<file path="src/rtl/hbm_map_pkg.sv">
package hbm_map_pkg;
  typedef enum logic [1:0] {
    DEV_4H     = 2'd0,
    DEV_8H_8G  = 2'd1,
    DEV_8H_16G = 2'd2,
    DEV_RSVD   = 2'd3
  } dev_e;

  typedef enum logic {
    MAP_RBC_BGI = 1'b0,
    MAP_RBC     = 1'b1
  } map_e;

  localparam int unsigned ADDR_W   = 35;
  localparam int unsigned BEAT_LSB = 5;
  localparam int unsigned LEN_W    = 8;
  localparam int unsigned PORT_W   = 4;
  localparam int unsigned ROW_W    = 15;
  localparam int unsigned COL_W    = 5;
  localparam int unsigned BG_W     = 2;
  localparam int unsigned BA_W     = 2;
endpackage

</file>
<file path="src/rtl/hbm_burst_seq.sv">
module hbm_burst_seq
  import hbm_map_pkg::*;
#(
  parameter int unsigned ADDR_W   = hbm_map_pkg::ADDR_W,
  parameter int unsigned BEAT_LSB = hbm_map_pkg::BEAT_LSB,
  parameter int unsigned LEN_W    = hbm_map_pkg::LEN_W,
  localparam int unsigned BW      = ADDR_W - BEAT_LSB
) (
  input  logic              clk_i,
  input  logic              rst_ni,
  input  logic              req_valid_i,
  output logic              req_ready_o,
  input  logic [ADDR_W-1:0] req_addr_i,
  input  logic [LEN_W-1:0]  req_len_i,
  input  logic              req_write_i,
  input  dev_e              dev_i,
  input  map_e              mode_i,
  output logic              cmd_valid_o,
  input  logic              cmd_ready_i,
  output logic [BW-1:0]     beat_o,
  output logic              last_o,
  output logic              write_o,
  output dev_e              dev_o,
  output map_e              mode_o
);
  localparam logic [BW-1:0]    BEAT_ONE = BW'(1);
  localparam logic [LEN_W-1:0] LEN_ONE  = LEN_W'(1);

  logic             busy_q, wr_q;
  logic [BW-1:0]    beat_q;
  logic [LEN_W-1:0] left_q;
  dev_e             dev_q;
  map_e             mode_q;
  logic             accept, take, fin;
  logic             unused_lsb;

  assign unused_lsb = ^req_addr_i[BEAT_LSB-1:0];
  assign accept     = req_valid_i & ~busy_q;
  assign take       = busy_q & cmd_ready_i;
  assign fin        = (left_q == '0);

  always_ff @(posedge clk_i or negedge rst_ni) begin
    if (!rst_ni) begin
      busy_q <= 1'b0;
      wr_q   <= 1'b0;
      beat_q <= '0;
      left_q <= '0;
      dev_q  <= DEV_4H;
      mode_q <= MAP_RBC_BGI;
    end else if (accept) begin
      // configuration is captured only here
      busy_q <= 1'b1;
      wr_q   <= req_write_i;
      beat_q <= req_addr_i[ADDR_W-1:BEAT_LSB];
      left_q <= req_len_i;
      dev_q  <= dev_i;
      mode_q <= mode_i;
    end else if (take) begin
      if (fin) begin
        busy_q <= 1'b0;
      end else begin
        beat_q <= beat_q + BEAT_ONE;
        left_q <= left_q - LEN_ONE;
      end
    end
  end

  assign req_ready_o = ~busy_q;
  assign cmd_valid_o = busy_q;
  assign beat_o      = beat_q;
  assign last_o      = fin;
  assign write_o     = wr_q;
  assign dev_o       = dev_q;
  assign mode_o      = mode_q;


  hold_under_stall_chk: assert property (@(posedge clk_i) disable iff (!rst_ni)
    cmd_valid_o && !cmd_ready_i |=> cmd_valid_o && $stable(beat_o) && $stable(last_o)
                                    && $stable(write_o));

  drop_after_last_chk: assert property (@(posedge clk_i) disable iff (!rst_ni)
    cmd_valid_o && cmd_ready_i && last_o |=> !cmd_valid_o);

  start_from_accept_chk: assert property (@(posedge clk_i) disable iff (!rst_ni)
    $rose(cmd_valid_o) |-> $past(req_valid_i && req_ready_o));

  cfg_hold_chk: assert property (@(posedge clk_i) disable iff (!rst_ni)
    cmd_valid_o && $past(cmd_valid_o) |-> $stable(dev_o) && $stable(mode_o));
endmodule

</file>
<file path="src/rtl/hbm_field_decode.sv">
module hbm_field_decode
  import hbm_map_pkg::*;
#(
  parameter int unsigned ADDR_W   = hbm_map_pkg::ADDR_W,
  parameter int unsigned BEAT_LSB = hbm_map_pkg::BEAT_LSB,
  parameter int unsigned PORT_W   = hbm_map_pkg::PORT_W,
  parameter int unsigned ROW_W    = hbm_map_pkg::ROW_W,
  parameter int unsigned COL_W    = hbm_map_pkg::COL_W,
  parameter int unsigned BG_W     = hbm_map_pkg::BG_W,
  parameter int unsigned BA_W     = hbm_map_pkg::BA_W,
  localparam int unsigned BW      = ADDR_W - BEAT_LSB
) (
  input  logic [BW-1:0]     beat_i,
  input  dev_e              dev_i,
  input  map_e              mode_i,
  output logic              stack_o,
  output logic [PORT_W-1:0] port_o,
  output logic [ROW_W-1:0]  row_o,
  output logic              sid_o,
  output logic [BG_W-1:0]   bg_o,
  output logic [BA_W-1:0]   ba_o,
  output logic [COL_W-1:0]  col_o
);
  localparam int unsigned UA_W      = BW - PORT_W - 1;
  localparam int unsigned BA_POS    = COL_W + BG_W;
  localparam int unsigned SID_POS   = BA_POS + BA_W;
  localparam int unsigned ROW_SID   = SID_POS + 1;
  localparam int unsigned ROW_NOSID = SID_POS;

  logic            wide, has_sid;
  logic [UA_W-1:0] ua;

  assign wide    = (dev_i == DEV_8H_16G);
  assign has_sid = (dev_i == DEV_8H_8G) || wide;

  // top user bit is a port bit on 34-bit devices
  for (genvar i = 0; i < UA_W; i++) begin : g_ua
    if (i == UA_W - 1) begin : g_top
      assign ua[i] = beat_i[i] & wide;
    end else begin : g_low
      assign ua[i] = beat_i[i];
    end
  end

  assign stack_o = wide ? beat_i[BW-1] : beat_i[BW-2];
  assign port_o  = wide ? beat_i[BW-2 -: PORT_W] : beat_i[BW-3 -: PORT_W];

  always_comb begin
    if (mode_i == MAP_RBC_BGI) begin
      col_o = ua[1 +: COL_W];
      bg_o  = {ua[COL_W+1 +: BG_W-1], ua[0]};
    end else begin
      col_o = ua[0 +: COL_W];
      bg_o  = ua[COL_W +: BG_W];
    end
    ba_o  = ua[BA_POS +: BA_W];
    sid_o = has_sid & ua[SID_POS];
    row_o = has_sid ? ua[ROW_SID +: ROW_W] : ua[ROW_NOSID +: ROW_W];
  end
endmodule

</file>
<file path="src/rtl/hbm_addr_mapper.sv">
module hbm_addr_mapper
  import hbm_map_pkg::*;
#(
  parameter int unsigned ADDR_W   = hbm_map_pkg::ADDR_W,
  parameter int unsigned BEAT_LSB = hbm_map_pkg::BEAT_LSB,
  parameter int unsigned LEN_W    = hbm_map_pkg::LEN_W,
  parameter int unsigned PORT_W   = hbm_map_pkg::PORT_W,
  parameter int unsigned ROW_W    = hbm_map_pkg::ROW_W,
  parameter int unsigned COL_W    = hbm_map_pkg::COL_W,
  parameter int unsigned BG_W     = hbm_map_pkg::BG_W,
  parameter int unsigned BA_W     = hbm_map_pkg::BA_W
) (
  input  logic              clk_i,
  input  logic              rst_ni,
  input  logic [1:0]        dev_sel_i,
  input  logic              map_mode_i,
  input  logic              req_valid_i,
  output logic              req_ready_o,
  input  logic [ADDR_W-1:0] req_addr_i,
  input  logic [LEN_W-1:0]  req_len_i,
  input  logic              req_write_i,
  output logic              cmd_valid_o,
  input  logic              cmd_ready_i,
  output logic              cmd_stack_o,
  output logic [PORT_W-1:0] cmd_port_o,
  output logic [ROW_W-1:0]  cmd_row_o,
  output logic              cmd_sid_o,
  output logic [BG_W-1:0]   cmd_bg_o,
  output logic [BA_W-1:0]   cmd_ba_o,
  output logic [COL_W-1:0]  cmd_col_o,
  output logic              cmd_write_o,
  output logic              cmd_last_o
);
  localparam int unsigned BW = ADDR_W - BEAT_LSB;

  logic [BW-1:0] beat;
  dev_e          dev_q;
  map_e          mode_q;

  hbm_burst_seq #(
    .ADDR_W(ADDR_W), .BEAT_LSB(BEAT_LSB), .LEN_W(LEN_W)
  ) i_seq (
    .clk_i       (clk_i),
    .rst_ni      (rst_ni),
    .req_valid_i (req_valid_i),
    .req_ready_o (req_ready_o),
    .req_addr_i  (req_addr_i),
    .req_len_i   (req_len_i),
    .req_write_i (req_write_i),
    .dev_i       (dev_e'(dev_sel_i)),
    .mode_i      (map_e'(map_mode_i)),
    .cmd_valid_o (cmd_valid_o),
    .cmd_ready_i (cmd_ready_i),
    .beat_o      (beat),
    .last_o      (cmd_last_o),
    .write_o     (cmd_write_o),
    .dev_o       (dev_q),
    .mode_o      (mode_q)
  );

  hbm_field_decode #(
    .ADDR_W(ADDR_W), .BEAT_LSB(BEAT_LSB), .PORT_W(PORT_W), .ROW_W(ROW_W),
    .COL_W(COL_W), .BG_W(BG_W), .BA_W(BA_W)
  ) i_dec (
    .beat_i  (beat),
    .dev_i   (dev_q),
    .mode_i  (mode_q),
    .stack_o (cmd_stack_o),
    .port_o  (cmd_port_o),
    .row_o   (cmd_row_o),
    .sid_o   (cmd_sid_o),
    .bg_o    (cmd_bg_o),
    .ba_o    (cmd_ba_o),
    .col_o   (cmd_col_o)
  );


  bg_alternate_chk: assert property (@(posedge clk_i) disable iff (!rst_ni)
    cmd_valid_o && cmd_ready_i && !cmd_last_o && mode_q == MAP_RBC_BGI
    |=> cmd_bg_o[0] != $past(cmd_bg_o[0]));

  no_sid_single_stack_chk: assert property (@(posedge clk_i) disable iff (!rst_ni)
    cmd_valid_o && (dev_q == DEV_4H || dev_q == DEV_RSVD) |-> !cmd_sid_o);

  short_row_chk: assert property (@(posedge clk_i) disable iff (!rst_ni)
    cmd_valid_o && dev_q == DEV_8H_8G |-> !cmd_row_o[ROW_W-1]);

  field_hold_chk: assert property (@(posedge clk_i) disable iff (!rst_ni)
    cmd_valid_o && !cmd_ready_i |=> $stable(cmd_row_o) && $stable(cmd_col_o)
      && $stable(cmd_bg_o) && $stable(cmd_ba_o) && $stable(cmd_port_o));
endmodule

</file>
<file path="config.mk">
export PLATFORM = sky130hd
export DESIGN_NAME = hbm_addr_mapper
export DESIGN_NICKNAME = d
export VERILOG_FILES = /design/src/rtl/hbm_map_pkg.sv /design/src/rtl/hbm_burst_seq.sv /design/src/rtl/hbm_field_decode.sv /design/src/rtl/hbm_addr_mapper.sv
export SDC_FILE = /design/constraint.sdc
export NUM_CORES = 1
export LEC_CHECK = 0
export ABC_AREA = 1
export CORE_AREA = 2 2 143 103
export CTS_CLUSTER_DIAMETER = 30
export CTS_CLUSTER_SIZE = 12
export DETAILED_ROUTE_END_ITERATION = 8
export DIE_AREA = 0 0 145 105
export DONT_BUFFER_PORTS = 1
export SYNTH_ARGS = -nofsm -noshare
export SYNTH_HDL_FRONTEND = slang
export SYNTH_SLANG_ARGS = --single-unit
</file>
<file path="constraint.sdc">
create_clock -name clk_i -period 1.25 [get_ports clk_i]
set_input_delay 0.0625 -clock clk_i [delete_from_list [all_inputs] [get_ports clk_i]]
set_output_delay 0.0625 -clock clk_i [all_outputs]
set_load 0.02 [all_outputs]
</file>
==> results.txt, run 1 <==
----------------------------------------------------
[Status]
  Run status ... finished, violations left
  Violated checks ... negative setup slack

[Setup path]
  Highest fanout seen on the critical path ... 12
  Critical path required time ... 1.19 ns
  Type of element launching the critical path ... flop
  Data arrival time of the critical path ... 1.59 ns
  Crit end category ... output port
  Startpoint-to-endpoint class of the critical path ... flop to output port

[Power]
  Leakage dissipation ... 2.84 nW
  Switching Power ... 7.39 mW
  Switching share of power ... 44.9%
  Proportion of power drawn by the clock network ... 10.9%
  Overall power consumption ... 16.5 mW
  Combinational share of power ... 71.7%
  Power density cells ... 2680 nW/um^2
  Sequential group share of total power ... 17.4%
  Max rail drop VDD ... 1.03 mV
  Cell-internal power ... 9.06 mW

[Cells and area]
  Highest-count cells in the layout ignoring fill and taps ... sky130_fd_sc_hd__nand2_1 (164), sky130_fd_sc_hd__buf_4 (103), sky130_fd_sc_hd__nor2_1 (66)
  Leading cell type in the layout, fill and taps excluded ... sky130_fd_sc_hd__nand2_1
  Share of final-layout standard cells stronger than drive strength 1 ... 42.2%
  Final Cell Area ... 6140 sq um
  Net total in the final layout ... 775
  Post-layout util ... 44.7%
  Post-synthesis to final-layout area growth ... 79.9%
  Post-layout instance count excluding filler cells ... 911
  Ant. Diodes ... 0

[STA]
  RSZ-0062 raised after global routing ... yes
  Final number of max-transition violations ... 0
  Final setup fails ... 64
  Max Clk Rate ... 606 MHz
  Clock Skew ... 0.00961 ns
  Slew of the pin with the lowest slew margin ... 0.312 ns
  Fin crit period ... 1.65 ns
  Relative slew slack ... 79.0%
  Final-report hold violation count ... 0
  Setup slack after layout ... -0.401 ns
  Portion of the clock cycle consumed by the worst path in the final layout ... 132%

[Routing]
  Routed WL per cell ... 14.6 microns
  DRC ... 0
  Detailed-router iteration count before antenna repair ... 4
  Aggregate routed wire length ... 13.3 mm
  Iteration-0 DRC Markers ... 226
  DR vias/cell ... 4.57
  Total number of vias ... 4162
  Number of antenna-violating nets in the routed design ... 0

[Die]
  Placeable Area ... 13700 sq um
  Number of top-level design ports ... 85
  Die height ... 105 microns
  Number of core rows ... 36
  Area of the die ... 15200 sq um
  Initial Utilization ... 24.8%
  Die outline width ... 145 microns

[Logic synthesis]
  Synth Area per Inst ... 6.23 sq um
  Cell types with the largest area share after synthesis ... sky130_fd_sc_hd__dfrtp_1 (32%), sky130_fd_sc_hd__nand2_1 (21%), sky130_fd_sc_hd__nor2_1 (10%)
  Share of the yosys chip area belonging to registers ... 31.5%
  Number of different library cells in the post-synthesis netlist ... 28
  Top cell type's share of synthesized area ... 31.5%
  Cell count after synthesis ... 548
  Register bit total from synthesis ... 43
  Largest area contributor in the netlist ... sky130_fd_sc_hd__dfrtp_1
  Combined area of all synthesized cells ... 3410 sq um
  Net count of the mapped netlist ... 603
  Syn. warnings ... 0

[Clock network]
  CTS clk-pin slew, worst paths ... 0.06 ns
  TritonCTS clock tree ... built
  Maximum root-to-sink buffer count ... 2
  Clock Root Buffer ... sky130_fd_sc_hd__clkbuf_16
  Cts bufs inserted ... 5
  Clock H-tree levels ... 2
  Insertion delay of the later-clocked pin in the worst-skew pair ... 0.30 ns
  Clock sink count ... 43

[Flow run]
  Max-capacitance violation count ... 0

[Placement]
  Routability congestion estimate ... 0.882
  Total placed cells including tap cells ... 838
  Count of buffers inserted at the top-level ports ... 0
  Detailed placement HPWL ... 8.92 mm
  Total cell area at the placement stage ... 4510 sq um
  Worst setup timing slack at the placement stage ... -0.261 ns

[Global routing]
  Number of antenna violations at the first check in global routing ... 0
  All-layer global routing usage ... 17.1%
  Vias in the first global route ... 4065
  Overflow left after global routing ... 0
  Global-route wire length before repair ... 20.8 mm
  Maximum number of pins on one net before global-route repair ... 44

[Worst hold path]
  Worst hold path type ... input port to flop

----------------------------------------------------
stage by stage:
step | setup TNS, ns | hold WS, ns
finish | -15.13 | 0.00229
floorplan | -4.81 | -0.233
CTS | -14.95 | 0.00760
detailed placement | -9.27 | -0.230
global route | -19.41 | 0.0163
global placement | -8.32 | -0.230
worst max-delay path: stages (launching register included):
cell and delay [ns]:
sky130_fd_sc_hd__dfrtp_1 0.43, sky130_fd_sc_hd__ha_4 0.33, sky130_fd_sc_hd__buf_12 0.14, sky130_fd_sc_hd__buf_8 0.11, sky130_fd_sc_hd__nand2_1 0.05, sky130_fd_sc_hd__o21ai_1 0.07
sky130_fd_sc_hd__buf_4 0.15
state kept, by name, summed over array words and instances (netlist names):
| name | flops |
|---|---|
| i_seq.beat_o | 30 |
| i_seq.cmd_valid_o | 1 |
| i_seq.dev_o | 2 |
| i_seq.left_q | 8 |
| i_seq.mode_o | 1 |
| i_seq.write_o | 1 |
cell families (layout without fill, tap and decap cells):
group | Yosys count | after routing | share of synthesized area (%)
compound gates | 74 | 74 | 11.9
xor+xnor | 6 | 6 | 1.54
simple gates | 354 | 354 | 43.7
buf+inv | 67 | 240 | 9.90
flops | 43 | 43 | 31.5
fa+ha+maj | 4 | 4 | 1.47
what timing repair did:
item | in CTS | in global routing
hold endpoints to repair | 69 | 1
pin swaps | 43 | 56
buffers inserted | 21 | 16
hold buffers | 28 | 1
resized for setup | 122 | 101
setup endpoints to repair | 67 | 67
gates cloned | 6 | 1
layout make-up:
class                           count  area, sq um
Clock buffer                        6          129
Clock inverter                      2         60.1
Fill cell                        1371         7600
Inverter                           43          169
Multi-Input combinational cell    438         2560
Sequential cell                    43         1090
Tap cell                          190          238
Timing Repair Buffer              189         1890
worst paths after layout:
path | slack [ns] | depth (start not counted) | from | end
setup / recovery | -0.40 | 6 | i_seq.dev_o[1] | cmd_row_o[9]
hold / removal | 0.002 | 4 | req_addr_i[33] | i_seq.beat_o[28]
setup reg to reg | -0.31 | 10 | i_seq.left_q[0] | i_seq.beat_o[3]
hold reg to reg | 0.56 | 2 | i_seq.beat_o[29] | i_seq.beat_o[29]
max in group asynchronous | 0.72 | 2 | rst_ni | i_seq.beat_o[12]
min in group asynchronous | 0.27 | 2 | rst_ni | i_seq.beat_o[15]
cell usage after synthesis:
cell type and count:
sky130_fd_sc_hd__a21oi_1 3, sky130_fd_sc_hd__a31oi_1 4, sky130_fd_sc_hd__and2_1 3, sky130_fd_sc_hd__buf_2 6
sky130_fd_sc_hd__buf_4 7, sky130_fd_sc_hd__buf_6 7, sky130_fd_sc_hd__clkbuf_1 4, sky130_fd_sc_hd__dfrtp_1 43
sky130_fd_sc_hd__ha_1 4, sky130_fd_sc_hd__inv_1 42, sky130_fd_sc_hd__inv_2 1, sky130_fd_sc_hd__nand2_1 193
sky130_fd_sc_hd__nand2_2 5, sky130_fd_sc_hd__nand2_4 2, sky130_fd_sc_hd__nand3_1 43, sky130_fd_sc_hd__nand4_1 2
sky130_fd_sc_hd__nor2_1 94, sky130_fd_sc_hd__nor2_2 4, sky130_fd_sc_hd__nor2_4 5, sky130_fd_sc_hd__nor2_8 1
sky130_fd_sc_hd__o211ai_1 6, sky130_fd_sc_hd__o21ai_0 51, sky130_fd_sc_hd__o21ai_1 8, sky130_fd_sc_hd__o21ai_2 1
sky130_fd_sc_hd__o21ai_4 1, sky130_fd_sc_hd__or2_2 2, sky130_fd_sc_hd__xnor2_1 4, sky130_fd_sc_hd__xor2_1 2
power by group through the flow:
stage	sequential [mW]	clock, mW	combinational [mW]
global route	2.94	1.84	12.7
global placement	2.77	0	8.12
floorplan	2.74	0	4.56
detailed placement	2.78	0	8.18
finish	2.87	1.79	11.8
CTS	2.78	1.81	10.3
routing by layer:
| metal | up-vias | share of wire [%] | global-route usage, % | routed length (microns) |
|---|---|---|---|---|
| met4 | 0 | 1.4 | 4.24 | 192 |
| met5 | - | 0 | 0 | 0 |
| met1 | 1937 | 49 | 24.8 | 6500 |
| li1 | 2078 | - | - | - |
| met3 | 16 | 7.5 | 4.32 | 994 |
| met2 | 131 | 42 | 25.0 | 5610 |
(Power assumes the default switching activity.)
==> run 2, diff against run 1 <==
--- a/config.mk
+++ b/config.mk
@@ -15,3 +15,4 @@
 export SYNTH_ARGS = -nofsm -noshare
 export SYNTH_HDL_FRONTEND = slang
 export SYNTH_SLANG_ARGS = --single-unit
+export TNS_END_PERCENT = 20
==> run 2 against run 1 <==
Effect of this change: critical endpoint is now cmd_row_o[8]; the run still ends with negative setup slack left; power down 11%; critical path depth unchanged; first-iteration DRC count fell by 10%; non-clock buffer count decreased by 48; flip-flop and latch count did not move; highest routed layer unchanged; fmax grew 2.3%; clock skew shrank 0.0044 ns; wire length is 12% lower; clock power is 26% lower; worst setup slack improved by 0.037 ns.
==> results.txt, run 2 (same netlist as run 1, synthesis figures left out) <==
----------------------------------------------------
[Setup path]
  Crit end category ... output port
  Length in cells of the worst reg-to-reg path ... 10
  Cell Chain, Critical Path ... ha_4, buf_12, buf_12, nand2_4, o21ai_2, buf_6
  Critical path required time ... 1.19 ns
  Highest fanout seen on the critical path ... 8
  Slowest cell on the critical path ... sky130_fd_sc_hd__dfrtp_1
  Type of element launching the critical path ... flop
  Critical Path Max Stage Delay ... 0.41 ns
  R2r startpoint ... i_seq.beat_o[0]
  Worst reg2reg endpoint ... i_seq.beat_o[18]
  Minimum setup slack among reg-to-reg paths ... -0.23 ns
  Startpoint-to-endpoint class of the critical path ... flop to output port
  Data arrival time of the critical path ... 1.55 ns
  Most numerous cell on the critical path ... sky130_fd_sc_hd__buf_12

[STA]
  Final-report hold violation count ... 0
  Final setup fails ... 63
  RSZ-0062 raised after global routing ... yes
  Fin crit period ... 1.61 ns
  Portion of the clock cycle consumed by the worst path in the final layout ... 129%
  Final number of max-transition violations ... 0
  Setup slack after layout ... -0.364 ns
  Worst hold slack ... 0.0177 ns
  Slew of the pin with the lowest slew margin ... 0.306 ns
  Max Clk Rate ... 620 MHz
  Relative slew slack ... 79.4%
  Clock Skew ... 0.00520 ns

[Power]
  Max rail drop VDD ... 0.837 mV
  Leakage dissipation ... 2.47 nW
  Power density cells ... 2770 nW/um^2

[Worst hold path]
  Worst Hold Launch ... req_addr_i[5]
  Worst hold path type ... input port to flop
  WHS Path Cells ... 4
  Sink of the worst hold path ... i_seq.beat_o[0]

[Placement]
  Detailed placement HPWL ... 8.87 mm
  Total placed cells including tap cells ... 834
  Routability congestion estimate ... 0.836
  Count of buffers inserted at the top-level ports ... 0
  Total cell area at the placement stage ... 4490 sq um
  Worst setup timing slack at the placement stage ... -0.244 ns

[Cells and area]
  Post-synthesis to final-layout area growth ... 55.2%
  Net total in the final layout ... 727
  Share of final-layout standard cells stronger than drive strength 1 ... 33.4%
  Post-layout instance count excluding filler cells ... 863
  Fill cells ... 1487
  Final Cell Area ... 5300 sq um
  Highest-count cells in the layout ignoring fill and taps ... sky130_fd_sc_hd__nand2_1 (172), sky130_fd_sc_hd__buf_4 (87), sky130_fd_sc_hd__nor2_1 (80)
  Post-layout util ... 38.6%
  Ant. Diodes ... 0
  Leading cell type in the layout, fill and taps excluded ... sky130_fd_sc_hd__nand2_1
  Flip-flop count of the largest register after layout ... 30

[Die]
  Die height ... 105 microns
  Number of core rows ... 36
  Placeable Area ... 13700 sq um
  Number of top-level design ports ... 85
  Initial Utilization ... 24.8%
  Die outline width ... 145 microns
  Area of the die ... 15200 sq um

[Clock network]
  Maximum root-to-sink buffer count ... 2
  Insertion delay of the later-clocked pin in the worst-skew pair ... 0.29 ns
  Clock Root Buffer ... sky130_fd_sc_hd__clkbuf_16
  Clock H-tree levels ... 2
  CTS clk-pin slew, worst paths ... 0.06 ns
  Cts bufs inserted ... 5
  Clock sink count ... 43
  TritonCTS clock tree ... built

[Routing]
  Iteration-0 DRC Markers ... 203
  Aggregate routed wire length ... 11.7 mm
  Routed WL per cell ... 13.5 microns
  Detailed-router iteration count before antenna repair ... 5
  DRC ... 0
  Number of antenna-violating nets in the routed design ... 0
  DR vias/cell ... 4.50
  Total number of vias ... 3880

[Flow run]
  Max-capacitance violation count ... 0

[Global routing]
  Maximum number of pins on one net before global-route repair ... 44
  All-layer global routing usage ... 15.9%
  Number of antenna violations at the first check in global routing ... 0
  Global-route wire length before repair ... 19.5 mm
  Vias in the first global route ... 3906
  Overflow left after global routing ... 0

[Status]
  Run status ... finished, violations left
  Violated checks ... negative setup slack

----------------------------------------------------
-- run 2: cell types whose count changed in the layout (fill, tap and decap cells not counted), moves of 10 or more --
cell,delta
sky130_fd_sc_hd__nor2_1,+14
sky130_fd_sc_hd__nor2_4,-10
sky130_fd_sc_hd__buf_4,-16
sky130_fd_sc_hd__dlygate4sd3_1,-11
sky130_fd_sc_hd__buf_6,-13
-- run 2: worst max-delay path by stage --
stage                          startpoint               end  slack (ns)  cells past startpoint
final                      i_seq.dev_o[1]      cmd_row_o[8]       -0.36                      6
after global routing       i_seq.dev_o[1]      cmd_row_o[8]       -0.43                      6
after CTS                  i_seq.dev_o[1]      cmd_row_o[7]       -0.37                      6
after detailed placement  i_seq.beat_o[0]  i_seq.beat_o[18]       -0.24                     10
after global placement     i_seq.dev_o[1]      cmd_row_o[0]       -0.25                      5
after floorplan            i_seq.dev_o[1]      cmd_row_o[0]       -0.13                      3
-- run 2: final cells by class --
cell class	count	area, sq um	share of cell area, %
inverter	43	166	3.14
clock inverter	2	12.5	0.236
multi-input combinational	438	2340	44.1
tap	190	238	4.49
clock buffer	6	129	2.43
sequential	43	1080	20.4
timing repair buffer	141	1330	25.2
-- run 2: metrics by stage --
stage	power (mW)	setup TNS [ns]
after floorplan	7.21	-5.11
after global placement	11.0	-7.63
after detailed placement	11.0	-8.11
after CTS	14.4	-12.28
final	14.7	-11.48
after global routing	15.8	-17.23
-- run 2: metal layers --
layer | global-route usage, % | up-vias | share of wire (%)
met5 | 0 | - | 0
met4 | 2.97 | 0 | 0.67
met3 | 3.71 | 8 | 7.2
met2 | 24.4 | 114 | 43
met1 | 22.8 | 1772 | 50
li1 | - | 1986 | -
-- run 2: power breakdown --
| part | total [mW] | switching, mW | internal, mW |
|---|---|---|---|
| Combinational | 10.5 | 5.54 | 4.98 |
| Sequential | 2.83 | 0.747 | 2.08 |
| Clock | 1.32 | 0.582 | 0.739 |
-- run 2: critical path: cells and delay by family (launching register included) --
family,cells,cell delay (ns)
buffers and inverters,3,0.43
DFF,1,0.41
adders and majority gates,1,0.31
AOI/OAI and AO/OA,1,0.06
and+or+nand+nor,1,0.05
-- run 2: what timing repair did --
item / in CTS / in global routing
setup buffers: 1 / 3
resized for setup: 102 / 43
gates cloned: 2 / 0
hold endpoints to repair: 59 / 0
pin swaps: 25 / 5
hold buffers: 18 / 0
endpoints found under the setup margin: 67 / 67
